<file path="config.mk">
export PLATFORM = sky130hd
export DESIGN_NAME = msgbuf_maint_engine
export DESIGN_NICKNAME = d
export VERILOG_FILES = /design/src/rtl/msgbuf_maint_pkg.sv /design/src/rtl/msgbuf_tag_store.sv /design/src/rtl/msgbuf_range_walker.sv /design/src/rtl/msgbuf_maint_engine.sv
export SDC_FILE = /design/constraint.sdc
export NUM_CORES = 1
export LEC_CHECK = 0
export BUFFER_PORTS_ARGS = -buffer_cell sky130_fd_sc_hd__buf_2
export CAP_MARGIN = 30
export CORE_UTILIZATION = 36
export CTS_CLUSTER_SIZE = 12
export DETAILED_ROUTE_END_ITERATION = 7
export GPL_TIMING_DRIVEN = 0
export PLACE_DENSITY = 0.56
export SLEW_MARGIN = 10
export SYNTH_ARGS = -nofsm -noshare
export SYNTH_HDL_FRONTEND = slang
export SYNTH_SLANG_ARGS = --single-unit
</file>
<file path="constraint.sdc">
create_clock -name clk -period 3.7 [get_ports clk]
set_clock_uncertainty 0.05 [all_clocks]
set_input_delay 0.555 -clock clk [delete_from_list [all_inputs] [get_ports clk]]
set_output_delay 0.555 -clock clk [all_outputs]
set_load 0.01 [all_outputs]
</file>
<file path="src/rtl/msgbuf_maint_pkg.sv">
package msgbuf_maint_pkg;

    typedef enum logic [2:0] {
        OP_DROP  = 3'd0,
        OP_CLEAN = 3'd1,
        OP_WRALC = 3'd2,
        OP_RECV  = 3'd3,
        OP_XMIT  = 3'd4
    } maint_op_e;

    localparam logic [2:0] OP_LAST = 3'd4;

    typedef enum logic [2:0] {
        ST_IDLE,
        ST_LOOK,
        ST_WBK,
        ST_FILL,
        ST_END
    } walk_state_e;

endpackage

</file>
<file path="src/rtl/msgbuf_tag_store.sv">
module msgbuf_tag_store #(
    parameter int IDX_W = 4,
    parameter int TAG_W = 6
) (
    input  logic             clk,
    input  logic             rst_n,
    input  logic [IDX_W-1:0] rd_idx,
    output logic [TAG_W-1:0] rd_tag,
    output logic             rd_valid,
    output logic             rd_dirty,
    input  logic             wr_en,
    input  logic [IDX_W-1:0] wr_idx,
    input  logic [TAG_W-1:0] wr_tag,
    input  logic             wr_valid,
    input  logic             wr_dirty
);
    localparam int LINES = 1 << IDX_W;

    typedef struct packed {
        logic [TAG_W-1:0] tag;
        logic             vld;
        logic             drt;
    } line_t;

    line_t line_q [LINES];
    line_t line_d [LINES];

    always_comb begin
        for (int i = 0; i < LINES; i++) begin
            line_d[i] = line_q[i];
        end
        if (wr_en) begin
            line_d[wr_idx] = '{tag: wr_tag, vld: wr_valid, drt: wr_dirty};
        end
    end

    generate
        for (genvar g = 0; g < LINES; g++) begin : g_line
            always_ff @(posedge clk) begin
                if (!rst_n) begin
                    line_q[g] <= '0;
                end else begin
                    line_q[g] <= line_d[g];
                end
            end
        end
    endgenerate

    assign rd_tag   = line_q[rd_idx].tag;
    assign rd_valid = line_q[rd_idx].vld;
    assign rd_dirty = line_q[rd_idx].drt;

    // a line is never written dirty without also being valid
    a_r3_dirty_needs_valid: assert property (@(posedge clk) disable iff (!rst_n)
        (wr_en && wr_dirty) |-> wr_valid);

endmodule

</file>
<file path="src/rtl/msgbuf_range_walker.sv">
module msgbuf_range_walker
    import msgbuf_maint_pkg::*;
#(
    parameter int IDX_W = 4,
    parameter int TAG_W = 6,
    parameter int CNT_W = 5
) (
    input  logic                   clk,
    input  logic                   rst_n,
    input  logic                   cmd_valid,
    input  logic [2:0]             cmd_op,
    input  logic [TAG_W+IDX_W-1:0] cmd_base,
    input  logic [CNT_W-1:0]       cmd_count,
    output logic                   cmd_ready,
    output logic                   done,
    output logic                   wb_req,
    output logic [TAG_W+IDX_W-1:0] wb_addr,
    input  logic                   wb_ack,
    output logic                   fill_req,
    output logic [TAG_W+IDX_W-1:0] fill_addr,
    input  logic                   fill_ack,
    input  logic                   rx_valid,
    output logic                   rx_take,
    output logic                   tx_valid,
    output logic [TAG_W+IDX_W-1:0] tx_addr,
    output logic [IDX_W-1:0]       ts_idx,
    input  logic [TAG_W-1:0]       ts_rd_tag,
    input  logic                   ts_rd_valid,
    input  logic                   ts_rd_dirty,
    output logic                   ts_we,
    output logic [TAG_W-1:0]       ts_wr_tag,
    output logic                   ts_wr_valid,
    output logic                   ts_wr_dirty
);
    localparam int ADDR_W = TAG_W + IDX_W;

    typedef struct packed {
        walk_state_e       st;
        maint_op_e         op;
        logic [ADDR_W-1:0] addr;
        logic [CNT_W-1:0]  rem;
        logic [ADDR_W-1:0] wb_addr;
    } walk_t;

    walk_t s_q, s_d;

    logic [TAG_W-1:0] cur_tag;
    logic             hit;
    logic             victim_dirty;
    logic             step;

    assign ts_idx       = s_q.addr[IDX_W-1:0];
    assign cur_tag      = s_q.addr[ADDR_W-1:IDX_W];
    assign hit          = ts_rd_valid && (ts_rd_tag == cur_tag);
    assign victim_dirty = ts_rd_valid && ts_rd_dirty;

    always_comb begin
        s_d         = s_q;
        step        = 1'b0;
        done        = 1'b0;
        rx_take     = 1'b0;
        tx_valid    = 1'b0;
        ts_we       = 1'b0;
        ts_wr_tag   = cur_tag;
        ts_wr_valid = 1'b0;
        ts_wr_dirty = 1'b0;

        unique case (s_q.st)
            ST_IDLE: begin
                if (cmd_valid) begin
                    s_d.op   = maint_op_e'(cmd_op);
                    s_d.addr = cmd_base;
                    s_d.rem  = cmd_count;
                    if (cmd_count == '0 || cmd_op > OP_LAST) begin
                        s_d.st = ST_END;
                    end else begin
                        s_d.st = ST_LOOK;
                    end
                end
            end
            ST_LOOK: begin
                unique case (s_q.op)
                    OP_DROP: begin
                        ts_we = hit;
                        step  = 1'b1;
                    end
                    OP_CLEAN: begin
                        if (hit && ts_rd_dirty) begin
                            s_d.wb_addr = s_q.addr;
                            s_d.st      = ST_WBK;
                        end else begin
                            ts_we = hit;
                            step  = 1'b1;
                        end
                    end
                    OP_WRALC, OP_RECV: begin
                        if (!hit && victim_dirty) begin
                            s_d.wb_addr = {ts_rd_tag, ts_idx};
                            s_d.st      = ST_WBK;
                        end else if (s_q.op == OP_WRALC || rx_valid) begin
                            rx_take     = (s_q.op == OP_RECV);
                            ts_we       = 1'b1;
                            ts_wr_valid = 1'b1;
                            ts_wr_dirty = 1'b1;
                            step        = 1'b1;
                        end
                    end
                    OP_XMIT: begin
                        if (hit) begin
                            tx_valid = 1'b1;
                            step     = 1'b1;
                        end else if (victim_dirty) begin
                            s_d.wb_addr = {ts_rd_tag, ts_idx};
                            s_d.st      = ST_WBK;
                        end else begin
                            s_d.st = ST_FILL;
                        end
                    end
                    default: step = 1'b1;
                endcase
            end
            ST_WBK: begin
                if (wb_ack) begin
                    ts_we = 1'b1;
                    if (s_q.op == OP_CLEAN) begin
                        step = 1'b1;
                    end else begin
                        s_d.st = ST_LOOK;
                    end
                end
            end
            ST_FILL: begin
                if (fill_ack) begin
                    ts_we       = 1'b1;
                    ts_wr_valid = 1'b1;
                    s_d.st      = ST_LOOK;
                end
            end
            ST_END: begin
                done   = 1'b1;
                s_d.st = ST_IDLE;
            end
            default: s_d.st = ST_IDLE;
        endcase

        if (step) begin
            s_d.addr = s_q.addr + ADDR_W'(1);
            s_d.rem  = s_q.rem - CNT_W'(1);
            s_d.st   = (s_q.rem == CNT_W'(1)) ? ST_END : ST_LOOK;
        end
    end

    always_ff @(posedge clk) begin
        if (!rst_n) begin
            s_q <= '{st: ST_IDLE, op: OP_DROP, addr: '0, rem: '0, wb_addr: '0};
        end else begin
            s_q <= s_d;
        end
    end

    assign cmd_ready = (s_q.st == ST_IDLE);
    assign wb_req    = (s_q.st == ST_WBK);
    assign wb_addr   = s_q.wb_addr;
    assign fill_req  = (s_q.st == ST_FILL);
    assign fill_addr = s_q.addr;
    assign tx_addr   = s_q.addr;

    // a writeback request and its address hold until acknowledged
    a_r6_wb_hold: assert property (@(posedge clk) disable iff (!rst_n)
        (wb_req && !wb_ack) |=> (wb_req && $stable(wb_addr)));

    // a fill request and its address hold until acknowledged
    a_r5_fill_hold: assert property (@(posedge clk) disable iff (!rst_n)
        (fill_req && !fill_ack) |=> (fill_req && $stable(fill_addr)));

    // no traffic while the engine reports itself idle
    a_r7_idle_quiet: assert property (@(posedge clk) disable iff (!rst_n)
        cmd_ready |-> !(wb_req || fill_req || tx_valid || rx_take));

    // done lasts a single cycle and is followed by idle
    a_r8_done_pulse: assert property (@(posedge clk) disable iff (!rst_n)
        done |=> (!done && cmd_ready));

    // an incoming block is only consumed when offered
    a_r4_take_offered: assert property (@(posedge clk) disable iff (!rst_n)
        rx_take |-> rx_valid);

    // one block action at a time
    a_r6_one_action: assert property (@(posedge clk) disable iff (!rst_n)
        $onehot0({wb_req, fill_req, tx_valid, rx_take, done}));

endmodule

</file>
<file path="src/rtl/msgbuf_maint_engine.sv">
module msgbuf_maint_engine #(
    parameter int IDX_W = 4,
    parameter int TAG_W = 6,
    parameter int CNT_W = 5
) (
    input  logic                   clk,
    input  logic                   rst_n,
    input  logic                   cmd_valid,
    input  logic [2:0]             cmd_op,
    input  logic [TAG_W+IDX_W-1:0] cmd_base,
    input  logic [CNT_W-1:0]       cmd_count,
    output logic                   cmd_ready,
    output logic                   done,
    output logic                   wb_req,
    output logic [TAG_W+IDX_W-1:0] wb_addr,
    input  logic                   wb_ack,
    output logic                   fill_req,
    output logic [TAG_W+IDX_W-1:0] fill_addr,
    input  logic                   fill_ack,
    input  logic                   rx_valid,
    output logic                   rx_take,
    output logic                   tx_valid,
    output logic [TAG_W+IDX_W-1:0] tx_addr
);
    logic [IDX_W-1:0] ts_idx;
    logic [TAG_W-1:0] ts_rd_tag;
    logic             ts_rd_valid;
    logic             ts_rd_dirty;
    logic             ts_we;
    logic [TAG_W-1:0] ts_wr_tag;
    logic             ts_wr_valid;
    logic             ts_wr_dirty;

    msgbuf_range_walker #(.IDX_W(IDX_W), .TAG_W(TAG_W), .CNT_W(CNT_W)) u_walk (
        .clk         (clk),
        .rst_n       (rst_n),
        .cmd_valid   (cmd_valid),
        .cmd_op      (cmd_op),
        .cmd_base    (cmd_base),
        .cmd_count   (cmd_count),
        .cmd_ready   (cmd_ready),
        .done        (done),
        .wb_req      (wb_req),
        .wb_addr     (wb_addr),
        .wb_ack      (wb_ack),
        .fill_req    (fill_req),
        .fill_addr   (fill_addr),
        .fill_ack    (fill_ack),
        .rx_valid    (rx_valid),
        .rx_take     (rx_take),
        .tx_valid    (tx_valid),
        .tx_addr     (tx_addr),
        .ts_idx      (ts_idx),
        .ts_rd_tag   (ts_rd_tag),
        .ts_rd_valid (ts_rd_valid),
        .ts_rd_dirty (ts_rd_dirty),
        .ts_we       (ts_we),
        .ts_wr_tag   (ts_wr_tag),
        .ts_wr_valid (ts_wr_valid),
        .ts_wr_dirty (ts_wr_dirty)
    );

    msgbuf_tag_store #(.IDX_W(IDX_W), .TAG_W(TAG_W)) u_tags (
        .clk      (clk),
        .rst_n    (rst_n),
        .rd_idx   (ts_idx),
        .rd_tag   (ts_rd_tag),
        .rd_valid (ts_rd_valid),
        .rd_dirty (ts_rd_dirty),
        .wr_en    (ts_we),
        .wr_idx   (ts_idx),
        .wr_tag   (ts_wr_tag),
        .wr_valid (ts_wr_valid),
        .wr_dirty (ts_wr_dirty)
    );

endmodule

</file>
==> results of run 1 <==
## logic make-up after synthesis
kind of cell             Yosys count  synth area share [%]
buffers and inverters            104                 7.806
AND/OR/NAND/NOR                  270                 16.07
XOR/XNOR                           4                0.4287
AO/OA/AOI/OAI                     91                 7.807
multiplexers                     194                 27.05
flip-flops                       163                 39.92
adder cells (fa/ha/maj)            6                0.9184
## power breakdown
part | switching [mW] | internal (mW) | total (mW)
Sequential | 0.0680 | 1.80 | 1.86
Clock | 0.779 | 1.11 | 1.89
Combinational | 0.497 | 0.333 | 0.830
Total | 1.34 | 3.24 | 4.58
## what timing repair did
action | CTS | global route
gates cloned | 1 | 0
resized for setup | 26 | 16
endpoints found under the setup margin | 138 | 142
buffers inserted | 4 | 4
pin swaps | 5 | 4
## worst max-delay path, stage by stage (launching register included)
cell and delay (ps):
dfxtp_4 370, buf_6 150, mux4_2 540, mux2i_4 210
mux2i_2 120, xor2_1 160, a211oi_2 300, and4_1 250
buf_6 110, o21a_4 130, clkbuf_16 150, and2_4 140
buf_6 90
## final timing paths
kind,start,to,slack (ps),depth (start not counted)
max,flop,rx_take,-60,12
min,cmd_base[8],u_walk.fill_addr[8],310,3
max reg2reg,flop,u_tags.line_q[0][2],120,12
min reg2reg,u_walk.wb_addr[2],u_walk.wb_addr[2],410,2
## stage by stage
stage / std cells / setup WS, ps / hold slack, ps
after floorplan: 832 / 496.9 / 383.6
after global placement: 1171 / -574.2 / 398.6
after detailed placement: 1171 / -502.9 / 402.7
after CTS: 1208 / -120.0 / 313.1
after global routing: 1212 / -152.1 / 326.0
final: 1212 / -59.17 / 314.8
## cell type report
type	instances	area share [%]
clock inverters	12	1.740
multi-input cells	565	44.78
inverters	12	0.4675
flip-flops and latches	163	33.94
clock buffers	20	4.740
repair buffers	68	3.935
plain buffers	92	6.766
well taps	280	3.636
## layout by cell type (no fill, tap or decap), types with 3 or more instances in the layout
master | netlist | routed
buf_1 | 2 | 3
o311ai_0 | 4 | 3
buf_2 | 10 | 67
a211oi_1 | 5 | 5
buf_12 | 1 | 4
nand3_2 | 4 | 4
o21a_1 | 5 | 4
inv_1 | 12 | 12
ha_1 | 6 | 6
mux4_2 | 14 | 19
bufinv_16 | 0 | 3
clkinvlp_4 | 0 | 3
nor3_1 | 13 | 13
nand3_1 | 15 | 15
clkbuf_16 | 0 | 18
a22oi_1 | 9 | 8
buf_6 | 11 | 12
clkbuf_1 | 31 | 30
a31oi_1 | 10 | 9
nor2_1 | 150 | 150
nor2b_1 | 8 | 7
nand2_1 | 37 | 37
nand3_4 | 9 | 9
nand2b_1 | 4 | 4
and2_1 | 9 | 7
mux2i_1 | 165 | 163
o22ai_1 | 3 | 3
inv_6 | 0 | 4
dfxtp_1 | 163 | 160
and3_1 | 7 | 7
mux2_2 | 10 | 10
o21ai_0 | 19 | 17
buf_4 | 36 | 42
a21oi_1 | 10 | 9
o21ai_1 | 4 | 5
or3_1 | 3 | 3
## routing by layer
layer	share of wire, %	routed length (um)	vias up
met2	45	10900	193
met5	0	0	-
met3	6.3	1531	32
met1	47	11400	3086
li1	-	-	3082
met4	2.4	578	0
## flip-flops by register name, summed over array words and instances (netlist names), named ones only
name / flops
u_walk.s_q: 11
u_tags.line_q: 128
u_walk.wb_addr: 10
u_walk.fill_addr: 10
==> metrics.txt, run 1 <==
Mapped Area=8174 um^2; share of post-route cells with drive strength above 1=23.93%; vias=6,393; Nets=949; initial antenna violation count=0; first-pass GRT wire length=37,400 um; Cell variety after synth=64; clk buf depth=2; Syn Area/Cell=9.825 um^2; endpoints failing setup=1; # hold bufs at CTS=0; Post-Synthesis Cells=832; failing checks=DRC, setup timing; clock root cell=clkbuf_16; Starting DRT DRC Count=395; vias in the first global route=6,062; met3 Use GR=4.807%; post-synth top area cell=dfxtp_1; overall die area=23,310 um^2; clock latency on the worst-skew pair=440 ps; cts bufs inserted=17; CTS tree=yes; Final Max Slew Viols=0; EDFF count, synth=0; die width=152.7 um; CTS Sinks=163; RSZ-0062 raised after global routing=yes; Crit Path Max Fanout=10; final worst setup slack=-59.17 ps; Clock transition at path regs=70 ps; Final Cell Area=9634 um^2; I/O pins=60; drt total wl=24,410 um; Sequential Area=3269 um^2; post-DP HPWL=16,870 um; input/output buffers=59; endpoints failing hold=0; Synth area leaders=dfxtp_1 (40%), mux2i_1 (20%), nor2_1 (6.9%); Crit Path Class=flop to output port; Crit path arrival time=3150 ps; critical path launch point type=flop; grt met2 use=33.70%; Req. time, crit path=3090 ps; max-cap violations=0; FILL cells=2,179; Tmin final=3759 ps; PD cells=475.9 nW/um^2; final setup TNS=-59.17 ps; Primary FF master, synth=dfxtp_1; status=complete, but fails checks; post-synth top area share=39.92%; Power, Total=4.585 mW; f_max=266.0 MHz; GR Layer Usage met1=29.06%; pin count of the biggest net entering global routing=17; Die Ht=152.7 um; RePlAce Congestion=0.8548; DRC viols=9; Core ar.=22,030 um^2; area of placed instances=8820 um^2; Worst setup EP type=output port; grt peak-use layer=met2; remaining antenna violation count=0; Least-Margin Pin Slew=928.6 ps; gr usage total=21.47%; Util after Layout=43.74%; Post-synth top cells=mux2i_1 (165), dfxtp_1 (163), nor2_1 (150); top-count cell post-synth=mux2i_1; total grt overflow=0; Rel. slew slack=38.09%; post-DR vias/cell=5.275; post-DR wirelength/cell=20.14 um; Hold WC Path Type=primary input to flop; share of async-settable or async-resettable flops after synthesis=0%; # rows=54; area grow syn2layout=17.86%; Syn Nets=862; register area share after synthesis=39.92%; H-tree levels=4; Seq cells post-synth=163; Initial Util=37.11%; Leak Pwr=4.345 nW; diode count=0; crit share post-route=101.6%; Yosys warning count=0; multi-input logic area=4314 um^2; maximum VDD drop=0.0002492 V; Pre-antenna DRT Iters=7
Note: power is estimated with default switching activity, not from simulation.
==> inputs of run 2 (changes only) <==
--- a/config.mk
+++ b/config.mk
@@ -8,6 +8,7 @@
 export BUFFER_PORTS_ARGS = -buffer_cell sky130_fd_sc_hd__buf_2
 export CAP_MARGIN = 30
 export CORE_UTILIZATION = 36
+export CTS_BUF_LIST = sky130_fd_sc_hd__clkbuf_8 sky130_fd_sc_hd__clkbuf_16
 export CTS_CLUSTER_SIZE = 12
 export DETAILED_ROUTE_END_ITERATION = 7
 export GPL_TIMING_DRIVEN = 0
==> run 2 against run 1 <==
- the run still ends with DRC, setup timing left
- maximum frequency barely moved
- register-to-register slack barely moved
- via count barely moved
- count of clock-buffer cells in the layout fell by 1
- routed wire length barely moved
- global-route usage did not move
- total power barely moved
- non-clock buffer count did not move
- flip-flop and latch count did not move
- utilization did not move
- die area did not move
- hold slack got worse by 2.4 ps
- critical path type unchanged
- critical endpoint unchanged
- highest routed layer unchanged
==> metrics.txt, run 2 (synthesis results as in run 1) <==
status=complete, but fails checks; failing checks=DRC, setup timing; critical path launch point type=flop; maximum VDD drop=0.0002492 V (about the same); cts bufs inserted=17 (unchanged); first-pass GRT wire length=37,400 um (unchanged); vias in the first global route=6,062 (unchanged); Power, Total=4.585 mW (about the same); final worst setup slack=-61.81 ps (-2.633 ps); vias=6,396 (+0.047%); # rows=54 (unchanged); Crit path arrival time=3160 ps (about the same); gr usage total=21.47% (unchanged); initial antenna violation count=0 (unchanged); post-DR vias/cell=5.277 (about the same); crit share post-route=101.7% (about the same); max reg flops=128 (unchanged); FILL cells=2,179 (unchanged); max-cap violations=0 (unchanged); f_max=265.8 MHz (about the same); H-tree levels=4 (unchanged); RePlAce Congestion=0.8548 (unchanged); Hold WC Path Type=primary input to flop; endpoints failing hold=0 (unchanged); PD cells=475.9 nW/um^2 (about the same); Largest regs=u_tags.line_q (128), u_walk.s_q (11); DRC viols=9 (unchanged); endpoints failing setup=1 (unchanged); diode count=0 (unchanged); Worst setup EP type=output port; area grow syn2layout=17.86% (unchanged); area of placed instances=8820 um^2 (unchanged); Die Ht=152.7 um (unchanged); input/output buffers=59 (unchanged); Rel. slew slack=38.09% (unchanged); overall die area=23,310 um^2 (unchanged); CTS Sinks=163 (unchanged); total grt overflow=0 (unchanged); Req. time, crit path=3090 ps (about the same); metal1 wirelength=11,440 um (+0.35%); most frequent cells in the layout=mux2i_1 (163), dfxtp_1 (160), nor2_1 (150); Final Cell Area=9634 um^2 (unchanged); Initial Util=37.11% (unchanged); Crit Path Max Fanout=10 (unchanged); Core ar.=22,030 um^2 (unchanged); Leak Pwr=4.349 nW (about the same); pin count of the biggest net entering global routing=17 (unchanged); Top reg by flops=u_tags.line_q; Crit Path Class=flop to output port; Clock transition at path regs=70 ps (about the same); WL met2=10,910 um (about the same); post-DR wirelength/cell=20.16 um (about the same); CTS tree=yes; RSZ-0062 raised after global routing=yes; Nets=949 (unchanged); commonest non-fill, non-tap cell in the layout=mux2i_1; share of post-route cells with drive strength above 1=23.93% (unchanged); die width=152.7 um (unchanged); remaining antenna violation count=0 (unchanged); Final Max Slew Viols=0 (unchanged); Sequential Area=3269 um^2 (unchanged); Tmin final=3762 ps (+2.633 ps); multi-input logic area=4314 um^2 (unchanged); clock root cell=clkbuf_16; I/O pins=60 (unchanged); Top Metal Used=met4; clk buf depth=2 (unchanged); Starting DRT DRC Count=395 (unchanged); routed wl met3=1504 um (-1.8%); post-DP HPWL=16,870 um (unchanged); Pre-antenna DRT Iters=7 (unchanged); Least-Margin Pin Slew=928.6 ps (unchanged); clock latency on the worst-skew pair=440 ps (about the same); drt total wl=24,430 um (about the same)
[run 2: cell types whose count changed in the layout (fill, tap and decap cells not counted)]
| cell | before | now |
|---|---|---|
| inv_1 | 12 | 13 |
| clkbuf_1 | 30 | 29 |
[run 2: per-stage QoR]
stage / utilization [%] / TNS, ps / instances / worst slack [ps] / hold WS [ps]
after CTS: 43.30 / -651.0 / 1208 / -120.0 / 313.1
after floorplan: - / 0 / 832 / 496.9 / 383.6
final: 43.74 / -61.81 / 1212 / -61.81 / 312.4
after global routing: 43.74 / -179.6 / 1212 / -152.1 / 326.0
after detailed placement: 40.04 / -23570 / 1171 / -502.9 / 402.7
after global placement: 40.04 / -27110 / 1171 / -574.2 / 398.6
[run 2: critical path, stage by stage, from the launching register on]
cell and delay [ps]:
dfxtp_4 370, buf_6 150, mux4_2 540, mux2i_4 210, mux2i_2 120, xor2_1 160
a211oi_2 300, and4_1 250, buf_6 110, o21a_4 130, clkbuf_16 150, and2_4 140
buf_6 90
[run 2: repair_timing]
item / in CTS / in global routing
setup endpoints to repair: 138 / 142
hold buffers: 0 / 0
pin swaps: 5 / 4
gates cloned: 1 / 0
buffers inserted: 4 / 4
gates resized for setup: 26 / 16
[run 2: final cells by class]
class,count,share of cell area (%)
multi-input cells,565,44.78
flip-flops and latches,163,33.94
plain buffers,92,6.766
clock buffers,19,4.701
repair buffers,68,3.935
well taps,280,3.636
clock inverters,13,1.779
inverters,12,0.4675
[run 2: power breakdown]
group / switching (mW) / total (mW) / internal (mW)
registers: 0.0680 / 1.86 / 1.80
logic: 0.497 / 0.830 / 0.333
clock network: 0.782 / 1.89 / 1.11
[run 2: per-layer routing]
metal  vias up  track usage, %
met5         -               0
met4         0           7.119
met3        31           4.807
met2       195           33.70
met1      3088           29.06
li1       3082               -
[run 2: worst paths after layout]
check                    start             endpoint  slack, ps  cells past startpoint
max                       flop              rx_take        -60                     12
min                cmd_base[8]  u_walk.fill_addr[8]        310                      3
max reg2reg               flop  u_tags.line_q[0][2]        120                     12
min reg2reg  u_walk.wb_addr[2]    u_walk.wb_addr[2]        410                      2
